### config.mk
export PLATFORM = sky130hd
export DESIGN_NAME = sync_rx_fifo
export DESIGN_NICKNAME = d
export VERILOG_FILES = /design/src/rtl/sync_rx_pkg.sv /design/src/rtl/syncword_hunter.sv /design/src/rtl/rx_byte_fifo.sv /design/src/rtl/spi_cmd_port.sv /design/src/rtl/sync_rx_fifo.sv
export SDC_FILE = /design/constraint.sdc
export NUM_CORES = 1
export LEC_CHECK = 0
export BUFFER_PORTS_ARGS = -buffer_cell sky130_fd_sc_hd__buf_4
export CELL_PAD_IN_SITES_DETAIL_PLACEMENT = 0
export CELL_PAD_IN_SITES_GLOBAL_PLACEMENT = 1
export CORE_MARGIN = 3
export CORE_UTILIZATION = 48
export CTS_CLUSTER_SIZE = 8
export DETAILED_ROUTE_END_ITERATION = 8
export GPL_TIMING_DRIVEN = 0
export PLACE_DENSITY = 0.72
export SLEW_MARGIN = 20
export SYNTH_ARGS = -nofsm -noshare
export SYNTH_HDL_FRONTEND = slang
export SYNTH_SLANG_ARGS = --single-unit
export TNS_END_PERCENT = 10
### constraint.sdc
create_clock -name clk -period 2.48 [get_ports clk]
set_input_delay 0.124 -clock clk [delete_from_list [all_inputs] [get_ports clk]]
set_output_delay 0.124 -clock clk [all_outputs]
set_load 0.02 [all_outputs]
### src/rtl/sync_rx_pkg.sv
package sync_rx_pkg;
  localparam int BYTE_W = 8;
  localparam int FRAME_W = 2 * BYTE_W;

  localparam logic [BYTE_W-1:0] OP_PATTERN = 8'hCE;
  localparam logic [BYTE_W-1:0] OP_CONTROL = 8'hCA;
  localparam logic [BYTE_W-1:0] OP_READ    = 8'hB0;

  localparam int CTL_FILL_BIT = 1;
  localparam int CTL_QUEUE_BIT = 0;

  typedef enum logic [1:0] {
    HUNT_IDLE   = 2'd0,
    HUNT_SEARCH = 2'd1,
    HUNT_FILL   = 2'd2
  } hunt_state_e;
endpackage

### src/rtl/syncword_hunter.sv
module syncword_hunter
  import sync_rx_pkg::*;
#(
  parameter int W = 8,
  parameter logic [W-1:0] SYNC_HI = 8'h2D
) (
  input  logic         clk,
  input  logic         rst_n,
  input  logic         fill_en,
  input  logic [W-1:0] pat_lo,
  input  logic         bit_valid,
  input  logic         bit_data,
  output logic         byte_push,
  output logic [W-1:0] byte_data
);
  localparam int SW = 2 * W;
  localparam int CW = $clog2(W);
  localparam logic [CW-1:0] LAST = CW'(W - 1);

  hunt_state_e state;
  logic [SW-1:0] window;
  logic [SW-1:0] window_nx;
  logic [W-1:0]  pack;
  logic [CW-1:0] nbits;
  logic          hit;

  assign window_nx = {window[SW-2:0], bit_data};
  assign hit       = (window_nx == {SYNC_HI, pat_lo});

  always_ff @(posedge clk or negedge rst_n) begin
    if (!rst_n) begin
      state     <= HUNT_IDLE;
      window    <= '0;
      pack      <= '0;
      nbits     <= '0;
      byte_push <= 1'b0;
      byte_data <= '0;
    end else begin
      byte_push <= 1'b0;
      case (state)
        HUNT_IDLE: begin
          window <= '0;
          nbits  <= '0;
          if (fill_en) state <= HUNT_SEARCH;
        end
        HUNT_SEARCH: begin
          if (!fill_en) begin
            state <= HUNT_IDLE;
          end else if (bit_valid) begin
            window <= window_nx;
            if (hit) begin
              state <= HUNT_FILL;
              nbits <= '0;
            end
          end
        end
        HUNT_FILL: begin
          if (!fill_en) begin
            state <= HUNT_IDLE;
            nbits <= '0;
          end else if (bit_valid) begin
            pack <= {pack[W-2:0], bit_data};
            if (nbits == LAST) begin
              byte_push <= 1'b1;
              byte_data <= {pack[W-2:0], bit_data};
              nbits     <= '0;
            end else begin
              nbits <= nbits + 1'b1;
            end
          end
        end
        default: state <= HUNT_IDLE;
      endcase
    end
  end

  // the search cannot succeed without a new bit
  a_r3_no_match_without_bit: assert property (@(posedge clk) disable iff (!rst_n)
    (state == HUNT_SEARCH && !bit_valid) |=> (state != HUNT_FILL));

  // dropping fill-enable always returns to idle
  a_r5_stop_fill: assert property (@(posedge clk) disable iff (!rst_n)
    !fill_en |=> (state == HUNT_IDLE));

  // bytes need several bits each, so pushes never come back to back
  a_r4_push_spacing: assert property (@(posedge clk) disable iff (!rst_n)
    byte_push |=> !byte_push);
endmodule

### src/rtl/rx_byte_fifo.sv
module rx_byte_fifo #(
  parameter int W = 8,
  parameter int DEPTH = 16
) (
  input  logic         clk,
  input  logic         rst_n,
  input  logic         push,
  input  logic [W-1:0] push_data,
  input  logic         pop,
  output logic [W-1:0] head,
  output logic         empty,
  output logic         full,
  output logic         ovf
);
  localparam int AW = $clog2(DEPTH);
  localparam logic [AW:0] FULL_CNT = (AW+1)'(DEPTH);

  logic [W-1:0]  mem [DEPTH];
  logic [AW-1:0] wr_ptr, rd_ptr;
  logic [AW:0]   count;
  logic          wr_ok, rd_ok;

  assign empty = (count == '0);
  assign full  = (count == FULL_CNT);
  assign rd_ok = pop && !empty;
  assign wr_ok = push && (!full || rd_ok);
  assign head  = mem[rd_ptr];

  always_ff @(posedge clk) begin
    if (wr_ok) mem[wr_ptr] <= push_data;
  end

  always_ff @(posedge clk or negedge rst_n) begin
    if (!rst_n) begin
      wr_ptr <= '0;
      rd_ptr <= '0;
      count  <= '0;
      ovf    <= 1'b0;
    end else begin
      if (wr_ok) wr_ptr <= (wr_ptr == AW'(DEPTH - 1)) ? '0 : wr_ptr + 1'b1;
      if (rd_ok) rd_ptr <= (rd_ptr == AW'(DEPTH - 1)) ? '0 : rd_ptr + 1'b1;
      case ({wr_ok, rd_ok})
        2'b10:   count <= count + 1'b1;
        2'b01:   count <= count - 1'b1;
        default: count <= count;
      endcase
      if (push && !wr_ok) ovf <= 1'b1;
    end
  end

  // occupancy never exceeds the depth
  a_r10_count_bound: assert property (@(posedge clk) disable iff (!rst_n)
    count <= FULL_CNT);

  // the overflow flag is sticky
  a_r10_ovf_sticky: assert property (@(posedge clk) disable iff (!rst_n)
    ovf |=> ovf);

  // a lone push into a non-full queue raises occupancy by one
  a_r9_count_up: assert property (@(posedge clk) disable iff (!rst_n)
    (push && !pop && !full) |=> (count == $past(count) + 1'b1));
endmodule

### src/rtl/spi_cmd_port.sv
module spi_cmd_port
  import sync_rx_pkg::*;
#(
  parameter logic [BYTE_W-1:0] PAT_RESET = 8'hD4
) (
  input  logic              clk,
  input  logic              rst_n,
  input  logic              sck,
  input  logic              csn,
  input  logic              mosi,
  input  logic [BYTE_W-1:0] q_head,
  input  logic              q_empty,
  output logic              miso,
  output logic              q_pop,
  output logic [BYTE_W-1:0] pat_lo,
  output logic              fill_en,
  output logic              queue_en
);
  localparam int CW = $clog2(FRAME_W) + 1;
  localparam logic [CW-1:0] HDR_LAST = CW'(BYTE_W - 1);
  localparam logic [CW-1:0] FRM_LAST = CW'(FRAME_W - 1);
  localparam logic [CW-1:0] FRM_DONE = CW'(FRAME_W);
  localparam logic [CW-1:0] HDR_DONE = CW'(BYTE_W);

  logic [2:0] sck_p;
  logic [1:0] csn_p, mosi_p;
  logic       sck_s, sck_d, csn_s, mosi_s, rise, fall;
  logic [FRAME_W-2:0] shreg;
  logic [FRAME_W-1:0] word;
  logic [CW-1:0]      nrise;
  logic [BYTE_W-1:0]  out_sr;

  assign sck_s  = sck_p[1];
  assign sck_d  = sck_p[2];
  assign csn_s  = csn_p[1];
  assign mosi_s = mosi_p[1];
  assign rise   = sck_s && !sck_d;
  assign fall   = !sck_s && sck_d;
  assign word   = {shreg, mosi_s};
  assign miso   = out_sr[BYTE_W-1];

  always_ff @(posedge clk or negedge rst_n) begin
    if (!rst_n) begin
      sck_p  <= '0;
      csn_p  <= '1;
      mosi_p <= '0;
    end else begin
      sck_p  <= {sck_p[1:0], sck};
      csn_p  <= {csn_p[0], csn};
      mosi_p <= {mosi_p[0], mosi};
    end
  end

  always_ff @(posedge clk or negedge rst_n) begin
    if (!rst_n) begin
      shreg    <= '0;
      nrise    <= '0;
      out_sr   <= '0;
      q_pop    <= 1'b0;
      pat_lo   <= PAT_RESET;
      fill_en  <= 1'b0;
      queue_en <= 1'b0;
    end else begin
      q_pop <= 1'b0;
      if (csn_s) begin
        nrise  <= '0;
        out_sr <= '0;
      end else if (rise && nrise != FRM_DONE) begin
        shreg <= word[FRAME_W-2:0];
        nrise <= nrise + 1'b1;
        if (nrise == HDR_LAST && word[BYTE_W-1:0] == OP_READ) begin
          if (queue_en && !q_empty) begin
            out_sr <= q_head;
            q_pop  <= 1'b1;
          end else begin
            out_sr <= '0;
          end
        end
        if (nrise == FRM_LAST) begin
          case (word[FRAME_W-1:BYTE_W])
            OP_PATTERN: pat_lo <= word[BYTE_W-1:0];
            OP_CONTROL: begin
              fill_en  <= word[CTL_FILL_BIT];
              queue_en <= word[CTL_QUEUE_BIT];
            end
            default: ;
          endcase
        end
      end else if (fall && nrise > HDR_DONE) begin
        out_sr <= {out_sr[BYTE_W-2:0], 1'b0};
      end
    end
  end

  // a pop is only issued while the queue is enabled
  a_r8_pop_needs_enable: assert property (@(posedge clk) disable iff (!rst_n)
    q_pop |-> queue_en);

  // outside a frame the read line is quiet
  a_r7_miso_idle: assert property (@(posedge clk) disable iff (!rst_n)
    csn_s |=> !miso);
endmodule

### src/rtl/sync_rx_fifo.sv
module sync_rx_fifo
  import sync_rx_pkg::*;
#(
  parameter int FIFO_DEPTH = 16,
  parameter logic [BYTE_W-1:0] SYNC_HI = 8'h2D,
  parameter logic [BYTE_W-1:0] PAT_RESET = 8'hD4
) (
  input  logic clk,
  input  logic rst_n,
  input  logic bit_valid,
  input  logic bit_data,
  output logic bit_ready,
  input  logic spi_sck,
  input  logic spi_csn,
  input  logic spi_mosi,
  output logic spi_miso,
  output logic irq,
  output logic ovf
);
  logic              fill_en, queue_en;
  logic [BYTE_W-1:0] pat_lo;
  logic              push, pop, q_empty, q_full;
  logic [BYTE_W-1:0] push_data, q_head;

  assign bit_ready = 1'b1;
  assign irq       = !q_empty;

  syncword_hunter #(.W(BYTE_W), .SYNC_HI(SYNC_HI)) u_hunt (
    .clk(clk), .rst_n(rst_n), .fill_en(fill_en), .pat_lo(pat_lo),
    .bit_valid(bit_valid), .bit_data(bit_data),
    .byte_push(push), .byte_data(push_data)
  );

  rx_byte_fifo #(.W(BYTE_W), .DEPTH(FIFO_DEPTH)) u_fifo (
    .clk(clk), .rst_n(rst_n), .push(push), .push_data(push_data),
    .pop(pop), .head(q_head), .empty(q_empty), .full(q_full), .ovf(ovf)
  );

  spi_cmd_port #(.PAT_RESET(PAT_RESET)) u_spi (
    .clk(clk), .rst_n(rst_n), .sck(spi_sck), .csn(spi_csn), .mosi(spi_mosi),
    .q_head(q_head), .q_empty(q_empty), .miso(spi_miso), .q_pop(pop),
    .pat_lo(pat_lo), .fill_en(fill_en), .queue_en(queue_en)
  );

  // the command port never pops an empty queue
  a_r8_pop_nonempty: assert property (@(posedge clk) disable iff (!rst_n)
    pop |-> !q_empty);

  // a full queue with no drain that receives a byte flags overflow
  a_r10_full_push_flags: assert property (@(posedge clk) disable iff (!rst_n)
    (push && q_full && !pop) |=> ovf);
endmodule

==> results.txt, run 1 <==
----------------------------------------------------
[Detailed routing]
  Average routed wire per standard cell ... 19.91 microns
  Sum of routed wire length over all layers ... 18,200 microns
  First-pass iteration count of the detailed router ... 5
  WL met3 ... 823 microns
  Residual DRC count ... 0
  Top Metal Used ... met4
  Violation count after the first detailed-routing iteration ... 383
  Post-DR vias/cell ... 5.577
  Post-Route M1 WL ... 8371 microns
  Post-DRT Antenna Nets ... 0
  Met2 wire len ... 8688 microns
  Total via count in the routed design ... 5,097

[Clock tree]
  Insertion delay to the later sink of the worst-skew pair ... 0.54 ns
  Buffer cell driving the clock tree root ... sky130_fd_sc_hd__clkbuf_16
  Clock slew at the register clock pins of the worst setup and hold paths ... 0.05 ns
  Number of CTS-inserted buffers ... 31
  Maximum clock path buffer count ... 3
  TritonCTS clock tree ... yes
  Sinks on the clock net ... 224
  # H-tree levels ... 1

[Yosys]
  Portion of the post-synthesis area used by sequential elements ... 67.99%
  Number of different library cells in the post-synthesis netlist ... 65
  Post-synth design cell area ... 9198 sq um
  Async SR Flop Fraction ... 42.86%
  Warnings from Yosys ... 0
  Area fraction of the dominant cell type after synthesis ... 41.79%
  Synthesized instance count ... 602
  Main synth FF type ... sky130_fd_sc_hd__edfxtp_1
  Post-Syn Nets ... 624
  Largest area contributor in the netlist ... sky130_fd_sc_hd__edfxtp_1
  Number of enable flip-flop cells after synthesis ... 128
  Mapped Avg Cell Area ... 15.28 sq um
  Flip-flop and latch count after synthesis ... 224
  Top area cells in the synthesized netlist ... sky130_fd_sc_hd__edfxtp_1 42%, sky130_fd_sc_hd__dfrtp_1 24%, sky130_fd_sc_hd__mux2_2 4.2%

[Setup path]
  Critical path data arrival time ... 2.84 ns
  Sum of buffers and inverters on the critical path ... 2
  Category of the worst setup path capture point ... register
  Crit path launch ... u_fifo.count[0]
  Ordered cell list for the critical path ... nor4_4 > nand3b_1 > and2_4 > inv_4 > ha_4 > inv_4 > fa_2 > nor2b_2 > o21ai_2 > a21oi_1 > nor3_2 > xor2_1
  FF-to-FF path depth ... 12
  Flop2flop setup slack ... 0.06 ns
  Largest incremental delay on the critical path ... 0.42 ns
  Startpoint kind of the worst setup timing path ... register
  Largest delay contributor family on the critical path ... simple AND/OR/NAND/NOR gates
  Type of the worst setup path ... register to register
  Highest-delay cell along the critical path ... sky130_fd_sc_hd__dfrtp_2
  Reg2Reg Capture Point ... u_fifo.count[4]
  CP max FO ... 3
  Critical path required time ... 2.90 ns
  Crit Reg-Reg Startpoint ... u_fifo.count[0]
  Most frequent CP cell ... sky130_fd_sc_hd__inv_4

[Cells and area]
  Top library cells by usage in the layout, fill and taps aside ... 128 x sky130_fd_sc_hd__edfxtp_1, 89 x sky130_fd_sc_hd__dfrtp_1, 43 x sky130_fd_sc_hd__nand2_1, 38 x sky130_fd_sc_hd__mux2i_1
  Most common cell after layout, fill and taps aside ... sky130_fd_sc_hd__edfxtp_1
  Final Net Count ... 682
  Number of antenna repair diodes ... 0
  Share of final-layout standard cells stronger than drive strength 1 ... 21.90%
  Area overhead of the layout relative to synthesis ... 16.22%
  Summed area of non-filler cells in the final layout ... 10,690 sq um

[Die]
  Number of top-level design ports ... 11
  Core footprint ... 18,390 sq um
  Initial core utilization ... 50.01%
  Number of placement rows ... 49
  Area of the die ... 20,860 sq um
  Width of the die ... 144.4 microns
  Y dimension of the die ... 144.4 microns

[STA]
  Achievable clock frequency ... 413.3 MHz
  Worst hold-check slack ... 0.2565 ns
  Final hold vios ... 0
  Slew of the pin with the lowest slew margin ... 0.9103 ns
  Final period util ... 97.56%
  Setup repair after global routing missed its margin ... true
  Final number of max-transition violations ... 0
  Clock skew ... 0.01698 ns
  Min Clock Period, post-route ... 2.419 ns
  Worst slew slack as a fraction of its limit ... 39.09%
  Final count of negative-setup-slack endpoints ... 0

[Power and ir drop]
  Worst-case vdd ir drop ... 0.4995 mV
  Leakage ... 0.003810 uW
  Ratio of total power to cell area ... 753.0 nW/um^2
  Overall power of the completed layout ... 8049 uW

[Min path]
  Class of the tightest hold or removal check ... input port to asynchronous set/reset pin

[Global routing]
  Via count of the first global-routing pass ... 5,311
  Overall routing resource usage ... 18.25%
  Number of antenna violations at the first check in global routing ... 0
  GRT overflow ... 0
  First-pass GRT wire length ... 29,170 microns
  Largest net degree at the start of global routing ... 97

[Flow run]
  Maximum capacitance violations ... 0

[Place]
  Instance area after placement ... 9614 sq um
  Final weighted congestion in routability-driven placement ... 0.7763
  # port buffers ... 9
  Half-perimeter wire length of the detailed placement result ... 11,450 microns

[Outcome]
  Status ... finished clean

----------------------------------------------------
Yosys cell counts (2+ instances only):
master and count:
sky130_fd_sc_hd__inv_1 18, sky130_fd_sc_hd__ha_1 14, sky130_fd_sc_hd__xor2_1 7, sky130_fd_sc_hd__a21o_1 3, sky130_fd_sc_hd__nand2_1 44, sky130_fd_sc_hd__a21boi_0 5, sky130_fd_sc_hd__edfxtp_1 128, sky130_fd_sc_hd__mux2_2 34
sky130_fd_sc_hd__o21bai_1 2, sky130_fd_sc_hd__buf_1 3, sky130_fd_sc_hd__and2_1 3, sky130_fd_sc_hd__mux4_2 17, sky130_fd_sc_hd__a22oi_1 14, sky130_fd_sc_hd__and3_1 2, sky130_fd_sc_hd__xnor2_1 10, sky130_fd_sc_hd__mux2i_1 38
sky130_fd_sc_hd__a21oi_1 11, sky130_fd_sc_hd__dfstp_2 6, sky130_fd_sc_hd__dfrtp_1 90, sky130_fd_sc_hd__nand4_1 5, sky130_fd_sc_hd__nand2b_1 5, sky130_fd_sc_hd__buf_4 3, sky130_fd_sc_hd__a21boi_1 2, sky130_fd_sc_hd__o21ai_1 7
sky130_fd_sc_hd__nor2_1 30, sky130_fd_sc_hd__nor3_1 7, sky130_fd_sc_hd__nand3_1 4, sky130_fd_sc_hd__buf_2 8, sky130_fd_sc_hd__o21ai_0 11, sky130_fd_sc_hd__nor4bb_1 3, sky130_fd_sc_hd__a22o_1 15, sky130_fd_sc_hd__a211o_1 7
sky130_fd_sc_hd__clkbuf_1 10, sky130_fd_sc_hd__nor2b_1 5
flip-flops by register name, summed over array words and instances (netlist names), 3 cells and up:
name,count
u_fifo.count,5
u_hunt.nbits,3
u_spi.shreg,15
u_spi.nrise,5
u_fifo.mem,128
u_hunt.window,15
u_fifo.wr_ptr,4
u_hunt.byte_data,8
u_spi.pat_lo,8
u_hunt.pack,7
u_spi.out_sr,8
u_spi.sck_p,3
u_fifo.rd_ptr,4
how the worst max path moves through the flow:
stage | endpoint | slack (ns) | cells past startpoint
2_1_floorplan | u_fifo.count[4] | 0.006 | 13
3_3_place_gp | u_fifo.count[4] | -0.32 | 12
3_5_place_dp | u_fifo.count[4] | -0.44 | 13
4_1_cts | u_fifo.count[4] | -0.002 | 12
5_1_grt | u_fifo.count[4] | -0.08 | 12
6_report | u_fifo.count[4] | 0.06 | 12
stage by stage:
step	instances	worst slack (ns)	setup TNS (ns)	util [%]
after global routing	914	-0.07606	-0.1400	58.12
final	914	0.06055	0	58.12
after detailed placement	841	-0.4360	-0.6470	52.27
after global placement	840	-0.3229	-4.852	52.10
after floorplan	602	0.006051	0	-
after CTS	912	-0.002063	-0.002063	57.95
area by class of cell:
cell class              count  area [sq um]
well taps                 229         286.5
fillers                  1454          7704
plain buffers              26         147.6
clock inverters             1         8.758
clock buffers              57         873.3
repair buffers             26         214.0
flip-flops and latches    224          6255
multi-input cells         332          2828
inverters                  19         76.32
power by group:
group	switching (uW)	internal [uW]
clock	1470	2330
sequential	72.1	4000
combinational	85.4	97.3
total	1620	6430
repair_timing:
action | 4_1_cts | 5_1_grt
hold endpoints to repair | 99 | 0
gates resized for setup | 14 | 5
buffers inserted | 8 | 2
setup endpoints to repair | 4 | 2
hold buffers | 6 | 0
pin swaps | 8 | 7
kinds of logic (layout without fill, tap and decap cells):
logic type	after synthesis	count (layout)	synth area share (%)
flip-flops	224	224	67.99
AND/OR/NAND/NOR	123	123	6.734
multiplexers	89	89	12.46
AO/OA/AOI/OAI	87	87	6.720
buffers and inverters	46	129	2.312
XOR/XNOR	17	17	1.619
adder cells (fa/ha/maj)	15	15	2.122
other	1	1	0.04077
metal layers:
| layer | vias up | track usage [%] |
|---|---|---|
| met1 | 2590 | 26.60 |
| met4 | 0 | 4.860 |
| li1 | 2368 | - |
| met2 | 107 | 28.92 |
| met5 | - | 0 |
| met3 | 32 | 3.009 |
Note: power is estimated with default switching activity, not from simulation.
==> inputs of run 2 (changes only) <==
==> constraint.sdc (replaced) <==
create_clock -name clk -period 2.48 [get_ports clk]
set_input_delay 0.124 -clock clk [delete_from_list [all_inputs] [get_ports clk]]
set_output_delay 0.124 -clock clk [all_outputs]
set_load 0.1 [all_outputs]
==> run 2 against run 1 <==
Fmax grew 0.92%. Design area down 0.40%. Clock power about the same. Sequential share of layout area is 0.23 points higher. Die area unchanged. Via count up 0.26%. Critical path depth unchanged. Worst hold slack worse by 0.038 ns. Sequential power barely moved. Worst setup slack gained 0.022 ns. Clock skew down 0.0032 ns. Critical path type unchanged. Largest cell class unchanged.
==> results.txt, run 2 (synthesis gave the netlist of run 1 again) <==
----------------------------------------------------
[STA]
  Worst slew slack as a fraction of its limit ... 38.07% (was 39.09%)
  Final hold vios ... 0 (unchanged)
  Final number of max-transition violations ... 0 (unchanged)
  Achievable clock frequency ... 417.1 MHz (was 413.3 MHz)
  Setup repair after global routing missed its margin ... true (unchanged)
  Final count of negative-setup-slack endpoints ... 0 (unchanged)
  Clock skew ... 0.01378 ns (was 0.01698 ns)
  Slew of the pin with the lowest slew margin ... 0.9289 ns (was 0.9103 ns)
  Worst hold-check slack ... 0.2182 ns (was 0.2565 ns)
  Final period util ... 96.67% (was 97.56%)
  Min Clock Period, post-route ... 2.397 ns (was 2.419 ns)

[Clock tree]
  Number of CTS-inserted buffers ... 31 (unchanged)
  Sinks on the clock net ... 224 (unchanged)
  TritonCTS clock tree ... yes (unchanged)
  Maximum clock path buffer count ... 3 (unchanged)
  Insertion delay to the later sink of the worst-skew pair ... 0.53 ns (was 0.54 ns)
  Clock slew at the register clock pins of the worst setup and hold paths ... 0.05 ns (about the same)
  Buffer cell driving the clock tree root ... sky130_fd_sc_hd__clkbuf_16 (unchanged)
  # H-tree levels ... 1 (unchanged)

[Detailed routing]
  Post-DR vias/cell ... 5.622 (was 5.577)
  Total via count in the routed design ... 5,110 (was 5,097)
  Post-DRT Antenna Nets ... 0 (unchanged)
  Sum of routed wire length over all layers ... 17,960 microns (was 18,200 microns)
  First-pass iteration count of the detailed router ... 6 (was 5)
  Residual DRC count ... 0 (unchanged)
  Average routed wire per standard cell ... 19.75 microns (was 19.91 microns)
  Violation count after the first detailed-routing iteration ... 399 (was 383)

[Setup path]
  Category of the worst setup path capture point ... register (unchanged)
  Startpoint kind of the worst setup timing path ... register (unchanged)
  Critical path data arrival time ... 2.81 ns (was 2.84 ns)
  Critical path required time ... 2.89 ns (was 2.90 ns)
  Type of the worst setup path ... register to register (unchanged)
  CP max FO ... 4 (was 3)

[Die]
  Area of the die ... 20,860 sq um (unchanged)
  Core footprint ... 18,390 sq um (unchanged)
  Initial core utilization ... 50.01% (unchanged)
  Width of the die ... 144.4 microns (unchanged)
  Number of top-level design ports ... 11 (unchanged)
  Number of placement rows ... 49 (unchanged)
  Y dimension of the die ... 144.4 microns (unchanged)

[Cells and area]
  Flip-flop count of the largest register after layout ... 128 (unchanged)
  Final Instance Count excl. Fillers ... 909 (was 914)
  Area overhead of the layout relative to synthesis ... 15.75% (was 16.22%)
  Share of final-layout standard cells stronger than drive strength 1 ... 21.03% (was 21.90%)
  Most common cell after layout, fill and taps aside ... sky130_fd_sc_hd__edfxtp_1 (unchanged)
  Total of fill cells in the finished design ... 1,461 (was 1,454)
  Top library cells by usage in the layout, fill and taps aside ... 128 x sky130_fd_sc_hd__edfxtp_1, 89 x sky130_fd_sc_hd__dfrtp_1, 43 x sky130_fd_sc_hd__nand2_1, 38 x sky130_fd_sc_hd__mux2i_1, 34 x sky130_fd_sc_hd__mux2_2 (was 128 x sky130_fd_sc_hd__edfxtp_1, 89 x sky130_fd_sc_hd__dfrtp_1, 43 x sky130_fd_sc_hd__nand2_1, 38 x sky130_fd_sc_hd__mux2i_1)
  Largest register by flop count ... u_fifo.mem (unchanged)
  Largest registers ... u_fifo.mem: 128 flops, u_hunt.window: 15 flops, u_spi.shreg: 15 flops (unchanged)
  Final Net Count ... 679 (was 682)
  Number of antenna repair diodes ... 0 (unchanged)

[Global routing]
  First-pass GRT wire length ... 28,770 microns (was 29,170 microns)
  Number of antenna violations at the first check in global routing ... 0 (unchanged)
  Overall routing resource usage ... 17.95% (was 18.25%)
  Via count of the first global-routing pass ... 5,191 (was 5,311)
  Largest net degree at the start of global routing ... 97 (unchanged)
  GRT overflow ... 0 (unchanged)

[Place]
  # port buffers ... 9 (unchanged)
  Half-perimeter wire length of the detailed placement result ... 11,420 microns (was 11,450 microns)
  Final weighted congestion in routability-driven placement ... 0.7922 (was 0.7763)
  Placed Cells ... 840 (was 841)

[Power and ir drop]
  Leakage ... 0.003809 uW (was 0.003810 uW)
  Ratio of total power to cell area ... 755.2 nW/um^2 (was 753.0 nW/um^2)
  Worst-case vdd ir drop ... 0.5329 mV (was 0.4995 mV)

[Min path]
  Class of the tightest hold or removal check ... input port to asynchronous set/reset pin (unchanged)

[Flow run]
  Maximum capacitance violations ... 0 (unchanged)

[Outcome]
  Status ... finished clean (unchanged)

----------------------------------------------------
==> run 2: timing repair <==
action	4_1_cts	5_1_grt
endpoints found under the hold margin	99	0
setup buffers	4	4
setup endpoints to repair	10	2
resized for setup	11	2
hold buffers	6	0
pin swaps	5	9
==> run 2: final cells by class <==
| cell class | count | area (sq um) | area share [%] |
|---|---|---|---|
| buffer | 26 | 158.9 | 1.493 |
| clock buffer | 56 | 869.6 | 8.168 |
| inverter | 19 | 76.32 | 0.7169 |
| multi-input combinational | 332 | 2809 | 26.38 |
| sequential | 224 | 6255 | 58.75 |
| tap | 229 | 286.5 | 2.691 |
| timing repair buffer | 23 | 191.4 | 1.798 |
==> run 2: path summary, 6_finish.rpt <==
check | slack (ns) | cells after the start | start | end
max | 0.08 | 12 | u_fifo.count[0] | u_fifo.count[4]
min | 0.22 | 2 | rst_n | u_fifo.rd_ptr[2]
min reg2reg | 0.34 | 0 | u_spi.sck_p[0] | u_spi.sck_p[1]
max in group asynchronous | 1.52 | 2 | rst_n | u_fifo.count[0]
max reg2reg | 0.08 | 12 | u_fifo.count[0] | u_fifo.count[4]
min in group clk | 0.25 | 2 | spi_sck | u_spi.sck_p[0]
==> run 2: critical path, stage by stage, from the launching register on <==
cell and delay, ns:
sky130_fd_sc_hd__dfrtp_2 0.42, sky130_fd_sc_hd__nor4_4 0.30, sky130_fd_sc_hd__nand3b_1 0.13, sky130_fd_sc_hd__and2_4 0.20
sky130_fd_sc_hd__inv_4 0.06, sky130_fd_sc_hd__ha_4 0.17, sky130_fd_sc_hd__inv_4 0.05, sky130_fd_sc_hd__fa_2 0.36
sky130_fd_sc_hd__nor2b_1 0.11, sky130_fd_sc_hd__o21ai_1 0.08, sky130_fd_sc_hd__a21oi_1 0.16, sky130_fd_sc_hd__nor3_2 0.07
sky130_fd_sc_hd__xor2_1 0.17
==> run 2: per-layer routing <==
metal	global-route usage (%)	part of all wire, %	vias to the layer above	routed length [microns]
met1	26.78	47	2596	8498
met5	0	0	-	0
met2	27.26	45	116	8145
met4	4.566	1.9	0	341
li1	-	-	2369	-
met3	3.737	5.4	29	971
==> run 2: power breakdown <==
group	internal [uW]	switching [uW]
Sequential	4000	73.4
Combinational	97.3	103
Clock	2320	1450
==> run 2: metrics by stage <==
| step | util, % | area [sq um] | worst slack (ns) | setup TNS (ns) | power (uW) |
|---|---|---|---|---|---|
| 2_1_floorplan | - | 9249 | 0.001328 | 0 | 4244 |
| 3_3_place_gp | 52.21 | 9603 | -0.2406 | -1.485 | 4324 |
| 3_5_place_dp | 52.29 | 9617 | -0.2569 | -0.9877 | 4336 |
| 4_1_cts | 57.68 | 10610 | 0.009497 | 0 | 8120 |
| 5_1_grt | 57.88 | 10650 | -0.05309 | -0.05309 | 8342 |
| 6_report | 57.88 | 10650 | 0.08267 | 0 | 8040 |
